==> config.mk <==
export PLATFORM = sky130hd
export DESIGN_NAME = sideband_req_fmt
export DESIGN_NICKNAME = d
export VERILOG_FILES = /design/src/rtl/sbf_pkg.sv /design/src/rtl/sbf_header.sv /design/src/rtl/sbf_reply.sv /design/src/rtl/sideband_req_fmt.sv
export SDC_FILE = /design/constraint.sdc
export NUM_CORES = 1
export LEC_CHECK = 0
export ABC_AREA = 1
export BUFFER_PORTS_ARGS = -buffer_cell sky130_fd_sc_hd__clkbuf_2
export CELL_PAD_IN_SITES_DETAIL_PLACEMENT = 0
export CELL_PAD_IN_SITES_GLOBAL_PLACEMENT = 2
export CORE_UTILIZATION = 24
export CTS_CLUSTER_SIZE = 40
export DETAILED_ROUTE_END_ITERATION = 8
export GPL_TIMING_DRIVEN = 0
export PLACE_DENSITY = 0.86
export RECOVER_POWER = 50
export SLEW_MARGIN = 10
export SYNTH_ARGS = -nofsm -noshare
export SYNTH_HDL_FRONTEND = slang
export SYNTH_SLANG_ARGS = --single-unit
==> constraint.sdc <==
create_clock -name clk -period 1.98 [get_ports clk]
set_input_delay 0.297 -clock clk [delete_from_list [all_inputs] [get_ports clk]]
set_output_delay 0.297 -clock clk [all_outputs]
set_load 0.01 [all_outputs]
==> src/rtl/sbf_pkg.sv <==
package sbf_pkg;
    localparam int ADDR_W = 20;
    localparam logic [3:0] CODE_CONT_BIT = 4'b0100;
    localparam logic [3:0] CODE_BUS_WR   = 4'h0;
    localparam logic [3:0] CODE_BUS_RD   = 4'h1;
    localparam logic [3:0] CODE_NAT_WR   = 4'h8;
    localparam logic [3:0] CODE_NAT_RD   = 4'h9;

    typedef enum logic [2:0] {
        RES_OK      = 3'd0,
        RES_TIMEOUT = 3'd1,
        RES_FLAGS   = 3'd2,
        RES_ERROR   = 3'd3,
        RES_TOO_BIG = 3'd4,
        RES_INVALID = 3'd5
    } res_code_e;

    typedef enum logic [1:0] {
        KIND_WRITE,
        KIND_READ,
        KIND_BAD
    } req_kind_e;
endpackage

==> src/rtl/sbf_header.sv <==
module sbf_header
    import sbf_pkg::*;
#(
    parameter int SIZE_W    = 5,
    parameter int MAX_BYTES = 16,
    localparam int LEN_W    = SIZE_W + 1
) (
    input  logic [3:0]        code,
    input  logic [ADDR_W-1:0] addr,
    input  logic [SIZE_W-1:0] size,
    output req_kind_e         kind,
    output logic              oversize,
    output logic [3:0][7:0]   hdr,
    output logic [LEN_W-1:0]  total_len
);
    logic [3:0]       base_code;
    logic [LEN_W-1:0] wr_len;
    logic [3:0]       len_hi;
    logic [3:0]       len_lo;

    always_comb begin
        base_code = code & ~CODE_CONT_BIT;
        unique case (base_code)
            CODE_BUS_WR, CODE_NAT_WR: kind = KIND_WRITE;
            CODE_BUS_RD, CODE_NAT_RD: kind = KIND_READ;
            default:                  kind = KIND_BAD;
        endcase
        oversize  = size > SIZE_W'(MAX_BYTES);
        wr_len    = LEN_W'(4) + LEN_W'(size);
        total_len = (kind == KIND_WRITE) ? wr_len : LEN_W'(4);
        len_lo    = (size == '0) ? 4'd0 : 4'(size - 1'b1);
        if (size == '0)
            len_hi = 4'd3;
        else if (kind == KIND_WRITE)
            len_hi = wr_len[3:0];
        else
            len_hi = 4'd4;
        hdr[0] = addr[7:0];
        hdr[1] = addr[15:8];
        hdr[2] = {code, addr[19:16]};
        hdr[3] = {len_hi, len_lo};
    end
endmodule

==> src/rtl/sbf_reply.sv <==
module sbf_reply
    import sbf_pkg::*;
#(
    parameter int SIZE_W    = 5,
    parameter int MAX_BYTES = 16,
    localparam int DATA_W   = MAX_BYTES * 8
) (
    input  logic              is_read,
    input  logic [SIZE_W-1:0] req_size,
    input  logic [7:0]        status,
    input  logic [7:0]        ack,
    input  logic [SIZE_W-1:0] rsp_len,
    input  logic [DATA_W-1:0] rsp_data,
    output res_code_e         code,
    output logic [3:0]        reply,
    output logic [SIZE_W-1:0] count,
    output logic [DATA_W-1:0] data
);
    logic              ok;
    logic [SIZE_W-1:0] clipped;

    always_comb begin
        unique case (status)
            8'd1:    code = RES_TIMEOUT;
            8'd2:    code = RES_FLAGS;
            8'd3:    code = RES_ERROR;
            default: code = RES_OK;
        endcase
        ok      = (code == RES_OK);
        reply   = ok ? ack[7:4] : 4'd0;
        clipped = (rsp_len > req_size) ? req_size : rsp_len;
        if (!ok)
            count = '0;
        else if (is_read)
            count = clipped;
        else
            count = req_size;
    end

    for (genvar g = 0; g < MAX_BYTES; g++) begin : g_mask
        assign data[g*8 +: 8] = (ok && is_read && (SIZE_W'(g) < count))
                                ? rsp_data[g*8 +: 8] : 8'h00;
    end
endmodule

==> src/rtl/sideband_req_fmt.sv <==
module sideband_req_fmt
    import sbf_pkg::*;
#(
    parameter int SIZE_W    = 5,
    parameter int MAX_BYTES = 16,
    localparam int LEN_W    = SIZE_W + 1,
    localparam int PIDX_W   = $clog2(MAX_BYTES),
    localparam int DATA_W   = MAX_BYTES * 8
) (
    input  logic              clk,
    input  logic              rst_n,
    input  logic              req_valid,
    output logic              req_ready,
    input  logic [3:0]        req_code,
    input  logic [ADDR_W-1:0] req_addr,
    input  logic [SIZE_W-1:0] req_size,
    input  logic [DATA_W-1:0] req_data,
    output logic              tx_valid,
    input  logic              tx_ready,
    output logic [7:0]        tx_data,
    output logic              tx_first,
    output logic              tx_last,
    input  logic              rsp_valid,
    input  logic [7:0]        rsp_status,
    input  logic [7:0]        rsp_ack,
    input  logic [SIZE_W-1:0] rsp_len,
    input  logic [DATA_W-1:0] rsp_data,
    output logic              res_valid,
    input  logic              res_ready,
    output logic [2:0]        res_code,
    output logic [3:0]        res_reply,
    output logic [SIZE_W-1:0] res_count,
    output logic [DATA_W-1:0] res_data
);
    typedef enum logic [1:0] {S_IDLE, S_SEND, S_WAIT, S_DONE} state_e;

    state_e                      state_q, state_d;
    logic [LEN_W-1:0]            idx_q, last_q;
    logic [3:0][7:0]             hdr_q;
    logic [MAX_BYTES-1:0][7:0]   pay_q;
    logic [SIZE_W-1:0]           size_q;
    req_kind_e                   kind_q;
    res_code_e                   rcode_q;
    logic [3:0]                  rreply_q;
    logic [SIZE_W-1:0]           rcount_q;
    logic [DATA_W-1:0]           rdata_q;

    req_kind_e                   h_kind;
    logic                        h_over;
    logic [3:0][7:0]             h_hdr;
    logic [LEN_W-1:0]            h_len;
    res_code_e                   p_code;
    logic [3:0]                  p_reply;
    logic [SIZE_W-1:0]           p_count;
    logic [DATA_W-1:0]           p_data;
    logic                        accept;
    logic [PIDX_W-1:0]           pay_sel;

    sbf_header #(.SIZE_W(SIZE_W), .MAX_BYTES(MAX_BYTES)) u_hdr (
        .code(req_code), .addr(req_addr), .size(req_size),
        .kind(h_kind), .oversize(h_over), .hdr(h_hdr), .total_len(h_len)
    );

    sbf_reply #(.SIZE_W(SIZE_W), .MAX_BYTES(MAX_BYTES)) u_rsp (
        .is_read(kind_q == KIND_READ), .req_size(size_q),
        .status(rsp_status), .ack(rsp_ack), .rsp_len(rsp_len), .rsp_data(rsp_data),
        .code(p_code), .reply(p_reply), .count(p_count), .data(p_data)
    );

    assign accept = req_valid && (state_q == S_IDLE);

    always_comb begin
        state_d = state_q;
        unique case (state_q)
            S_IDLE: if (req_valid)
                        state_d = (h_over || h_kind == KIND_BAD) ? S_DONE : S_SEND;
            S_SEND: if (tx_ready && idx_q == last_q) state_d = S_WAIT;
            S_WAIT: if (rsp_valid) state_d = S_DONE;
            S_DONE: if (res_ready) state_d = S_IDLE;
        endcase
    end

    always_ff @(posedge clk) begin
        if (!rst_n) begin
            state_q  <= S_IDLE;
            idx_q    <= '0;
            last_q   <= '0;
            hdr_q    <= '0;
            pay_q    <= '0;
            size_q   <= '0;
            kind_q   <= KIND_WRITE;
            rcode_q  <= RES_OK;
            rreply_q <= '0;
            rcount_q <= '0;
            rdata_q  <= '0;
        end else begin
            state_q <= state_d;
            if (accept) begin
                hdr_q    <= h_hdr;
                pay_q    <= req_data;
                size_q   <= req_size;
                kind_q   <= h_kind;
                idx_q    <= '0;
                last_q   <= h_len - 1'b1;
                rreply_q <= '0;
                rcount_q <= '0;
                rdata_q  <= '0;
                rcode_q  <= h_over ? RES_TOO_BIG :
                            (h_kind == KIND_BAD) ? RES_INVALID : RES_OK;
            end
            if (state_q == S_SEND && tx_ready)
                idx_q <= idx_q + 1'b1;
            if (state_q == S_WAIT && rsp_valid) begin
                rcode_q  <= p_code;
                rreply_q <= p_reply;
                rcount_q <= p_count;
                rdata_q  <= p_data;
            end
        end
    end

    always_comb begin
        req_ready = 1'b0;
        tx_valid  = 1'b0;
        res_valid = 1'b0;
        unique case (state_q)
            S_IDLE: req_ready = 1'b1;
            S_SEND: tx_valid  = 1'b1;
            S_WAIT: ;
            S_DONE: res_valid = 1'b1;
        endcase
        pay_sel   = PIDX_W'(idx_q - LEN_W'(4));
        tx_data   = (idx_q < LEN_W'(4)) ? hdr_q[idx_q[1:0]] : pay_q[pay_sel];
        tx_first  = tx_valid && (idx_q == '0);
        tx_last   = tx_valid && (idx_q == last_q);
        res_code  = rcode_q;
        res_reply = rreply_q;
        res_count = rcount_q;
        res_data  = rdata_q;
    end

    p_one_outstanding_r10: assert property (@(posedge clk) disable iff (!rst_n)
        (req_valid && req_ready) |=> !req_ready);
    p_ready_returns_r10: assert property (@(posedge clk) disable iff (!rst_n)
        (res_valid && res_ready) |=> req_ready);
    p_hold_byte_r11: assert property (@(posedge clk) disable iff (!rst_n)
        (tx_valid && !tx_ready) |=> (tx_valid && $stable(tx_data) && $stable(tx_last)));
    p_reject_long_r1: assert property (@(posedge clk) disable iff (!rst_n)
        (req_valid && req_ready && req_size > SIZE_W'(MAX_BYTES))
        |=> (res_valid && !tx_valid && res_code == 3'd4));
    p_err_empty_r6: assert property (@(posedge clk) disable iff (!rst_n)
        (res_valid && res_code != 3'd0) |-> (res_count == '0 && res_reply == 4'd0));
    p_marks_valid_r5: assert property (@(posedge clk) disable iff (!rst_n)
        (tx_first || tx_last) |-> tx_valid);
    p_count_bound_r8: assert property (@(posedge clk) disable iff (!rst_n)
        res_valid |-> (res_count <= SIZE_W'(MAX_BYTES)));
endmodule

==> reports/qor.yml <==
status: "finished with violations"
violations: "negative setup slack"
cp-start-kind: "flop"
critPathKind: "reg -> out"
rows: 88
hpwl_mm: 48.93
min_period_over_period: 1.345
io_buffers: 460
grt_pass1_vias: 15900
grt_pass1_wl_mm: 93.91
gp_congestion: 0.8927
h-tree-depth: 2
rsz0062_at_grt: "yes"
syn-cell-area_um2: 14090
hold_viol: 0
cts_tree: "built"
syn_nets: 2311
synth_seq_cells: 321
num_vias: 16270
ys_types: 43
wl_per_cell_um: 18.69
p_leak_nw: 9.060
antenna_found_initial: 4
die_h_um: 244.3
clock_sinks: 321
die_w_um: 244.3
drt_wl_total_mm: 64.86
postRouteAntennaNets: 0
drive_above_1_share: 0.3099
root_buffer: "clkbuf_16"
crit_chain: "inv_6 -> clkbuf_16 -> clkbuf_16 -> nand2_1 -> a32o_2 -> a21oi_2 -> o21ai_2 -> a31oi_2 -> buf_2"
critical-path-max-stage-delay_ps: 370
finalNonFillerCells: 3471
netlist_instances: 1981
cts_made_buffers: 39
start_util: 0.2437
clk_latency_ps: 570
syn2layout_area_growth_pct: 60.72
nNetsFinal: 3003
overflow: 0
tightest_slew_ps: 992.2
dieArea_um2: 59670
yosys_warnings: 0
fin_ws_ps: -682.4
core_um2: 57810
ir_worst_vdd_mv: 0.6453
io_pins: 465
setup_viol: 162
min_period_ps: 2662
slew_violations: 0
power.density_nw_per_um2: 1113
cpMostUsedCell: "clkbuf_16"
synth_area_per_cell_um2: 7.111
slew-limit-headroom: 0.3386
required_ps: 1680
clk_pin_slew_worst_paths_ps: 60
crit_slowest_cell: "dfxtp_4"
critPathArrivalTime_ps: 2370
routed_via_density: 4.686
maxCapViolCount: 0
cts_max_path_buffers: 3
ys_seq_area_frac: 0.4562
dpl.cell_count: 3206
grt_max_degree: 13
cp_max_fo: 8
drtPass1Iterations: 5
hold_ws_ps: 14.02
endpoint_kind: "output port"
fmax_mhz: 375.6
grt_usage: 0.2062
hold_class: "in -> reg"
drc: 0
fin_util: 0.3916
first_iter_violations: 901
rrSetupSlack_ps: -420
skew_ps: 40.26
cells in the final DEF, fill, tap and decap left out, drive strengths merged, types with 25 or more instances in the layout:
master / Yosys / layout
inv: 101 / 100
o22ai: 25 / 25
nor2: 467 / 467
o21ai: 243 / 243
nand2: 298 / 298
nand3b: 33 / 33
buf: 21 / 94
clkbuf: 117 / 617
dlygate4sd3: 0 / 132
nand3: 100 / 100
a21oi: 180 / 180
dfxtp: 321 / 321
layout make-up:
| type | count | area, µm² |
|---|---|---|
| tap | 765 | 957.2 |
| sequential | 321 | 6439 |
| timing repair buffer | 653 | 4175 |
| antenna | 2 | 5.005 |
| buffer | 136 | 925.9 |
| clock buffer | 54 | 1124 |
| clock inverter | 18 | 214.0 |
| inverter | 102 | 435.4 |
| multi-input combinational | 1420 | 8364 |
| fill | 6118 | 35170 |
path summary, 6_finish.rpt:
check | startpoint | to | cells after the start
worst min-delay path | req_data[69] | pay_q[69] | 3
worst max register to register | size_q[3] | res_data[43] | 15
worst min register to register | res_data[63] | res_data[63] | 2
worst max-delay path | idx_q[0] | tx_data[2] | 9
synth_stat cells:
| cell type | count | area share |
|---|---|---|
| o31ai_1 | 1 | 0.00053 |
| xor2_1 | 6 | 0.0037 |
| ha_1 | 18 | 0.016 |
| nor2_8 | 1 | 0.0014 |
| buf_4 | 3 | 0.0016 |
| nand2_4 | 3 | 0.0024 |
| nor2_4 | 6 | 0.0048 |
| a32o_1 | 8 | 0.0057 |
| a22o_1 | 1 | 0.00062 |
| nor2_1 | 457 | 0.12 |
| clkinv_1 | 1 | 0.00027 |
| nand2_1 | 288 | 0.077 |
| o21bai_1 | 2 | 0.0011 |
| o221ai_1 | 10 | 0.0062 |
| a211oi_1 | 2 | 0.0011 |
| nand2_2 | 6 | 0.0027 |
| o22ai_1 | 25 | 0.011 |
| nand3b_1 | 33 | 0.018 |
| nand3_1 | 95 | 0.034 |
| o21ai_4 | 1 | 0.0012 |
| nor4_1 | 2 | 0.00089 |
| buf_1 | 10 | 0.0027 |
| a32oi_1 | 1 | 0.00062 |
| nor2_2 | 3 | 0.0013 |
| inv_2 | 4 | 0.0011 |
| nand2_8 | 1 | 0.0014 |
| buf_6 | 3 | 0.0024 |
| nand4_1 | 1 | 0.00044 |
| dfxtp_1 | 321 | 0.46 |
| or2_1 | 1 | 0.00044 |
| o2111ai_1 | 1 | 0.00062 |
| a21oi_1 | 179 | 0.064 |
| buf_2 | 5 | 0.0018 |
| a31oi_1 | 10 | 0.0044 |
| a21oi_4 | 1 | 0.0012 |
| inv_1 | 97 | 0.026 |
| a221oi_1 | 1 | 0.00062 |
| clkbuf_1 | 117 | 0.031 |
| o21ai_0 | 242 | 0.086 |
| nand3_2 | 5 | 0.0036 |
| or2_2 | 2 | 0.00089 |
| nor3b_1 | 1 | 0.00053 |
| nor3_1 | 6 | 0.0021 |
logic make-up (layout without fill, tap and decap cells):
family,Yosys count,after routing,share of synthesized area
AO/OA/AOI/OAI,485,485,0.1845
XOR/XNOR,6,6,0.003731
adder cells (fa/ha/maj),18,18,0.01599
buffers and inverters,240,963,0.06680
flip-flops,321,321,0.4562
other,0,2,0
AND/OR/NAND/NOR,911,911,0.2728
through the flow:
step	setup TNS, ps	area (µm²)	power (mW)	setup WS, ps
6_report	-44040	22640	25.21	-682.4
4_1_cts	-41280	21610	24.50	-685.7
2_1_floorplan	-174.1	14170	12.51	-19.71
5_1_grt	-87980	22640	26.58	-704.9
3_3_place_gp	-194860	17430	15.19	-1167
3_5_place_dp	-194080	17430	15.26	-1155
flip-flops by register name, indices dropped and copies added (netlist names):
register	cells
res_data	128
kind_q	2
size_q	5
last_q	6
state_q	2
res_reply	4
pay_q	128
hdr_q	32
idx_q	6
res_count	5
res_code	3
report_power, final:
group	switching, mW	leakage, nW	total [mW]	internal [mW]
sequential	0.699	2.63	8.28	7.58
clock	3.01	0.656	7.41	4.40
combinational	5.87	5.78	9.52	3.65
critical path: cells and delay by family, from the launching register on:
family                 cells  cell delay [ps]
and+or+nand+nor            1               60
DFF                        1              370
AOI/OAI and AO/OA          4              780
buffers and inverters      4              570
layer usage:
layer,vias up,part of all wire,global-route usage
met3,109,0.062,0.04126
met5,-,0.00032,0
met4,4,0.032,0.06857
li1,7942,-,-
met2,547,0.50,0.3742
met1,7663,0.41,0.2396
repair_timing:
item	4_1_cts	5_1_grt
pin swaps	57	124
cloned	7	1
buffers inserted	43	12
hold buffers	132	0
hold endpoints to repair	132	0
setup endpoints to repair	328	310
gates resized for setup	291	311
Note: power is estimated with default switching activity, not from simulation.
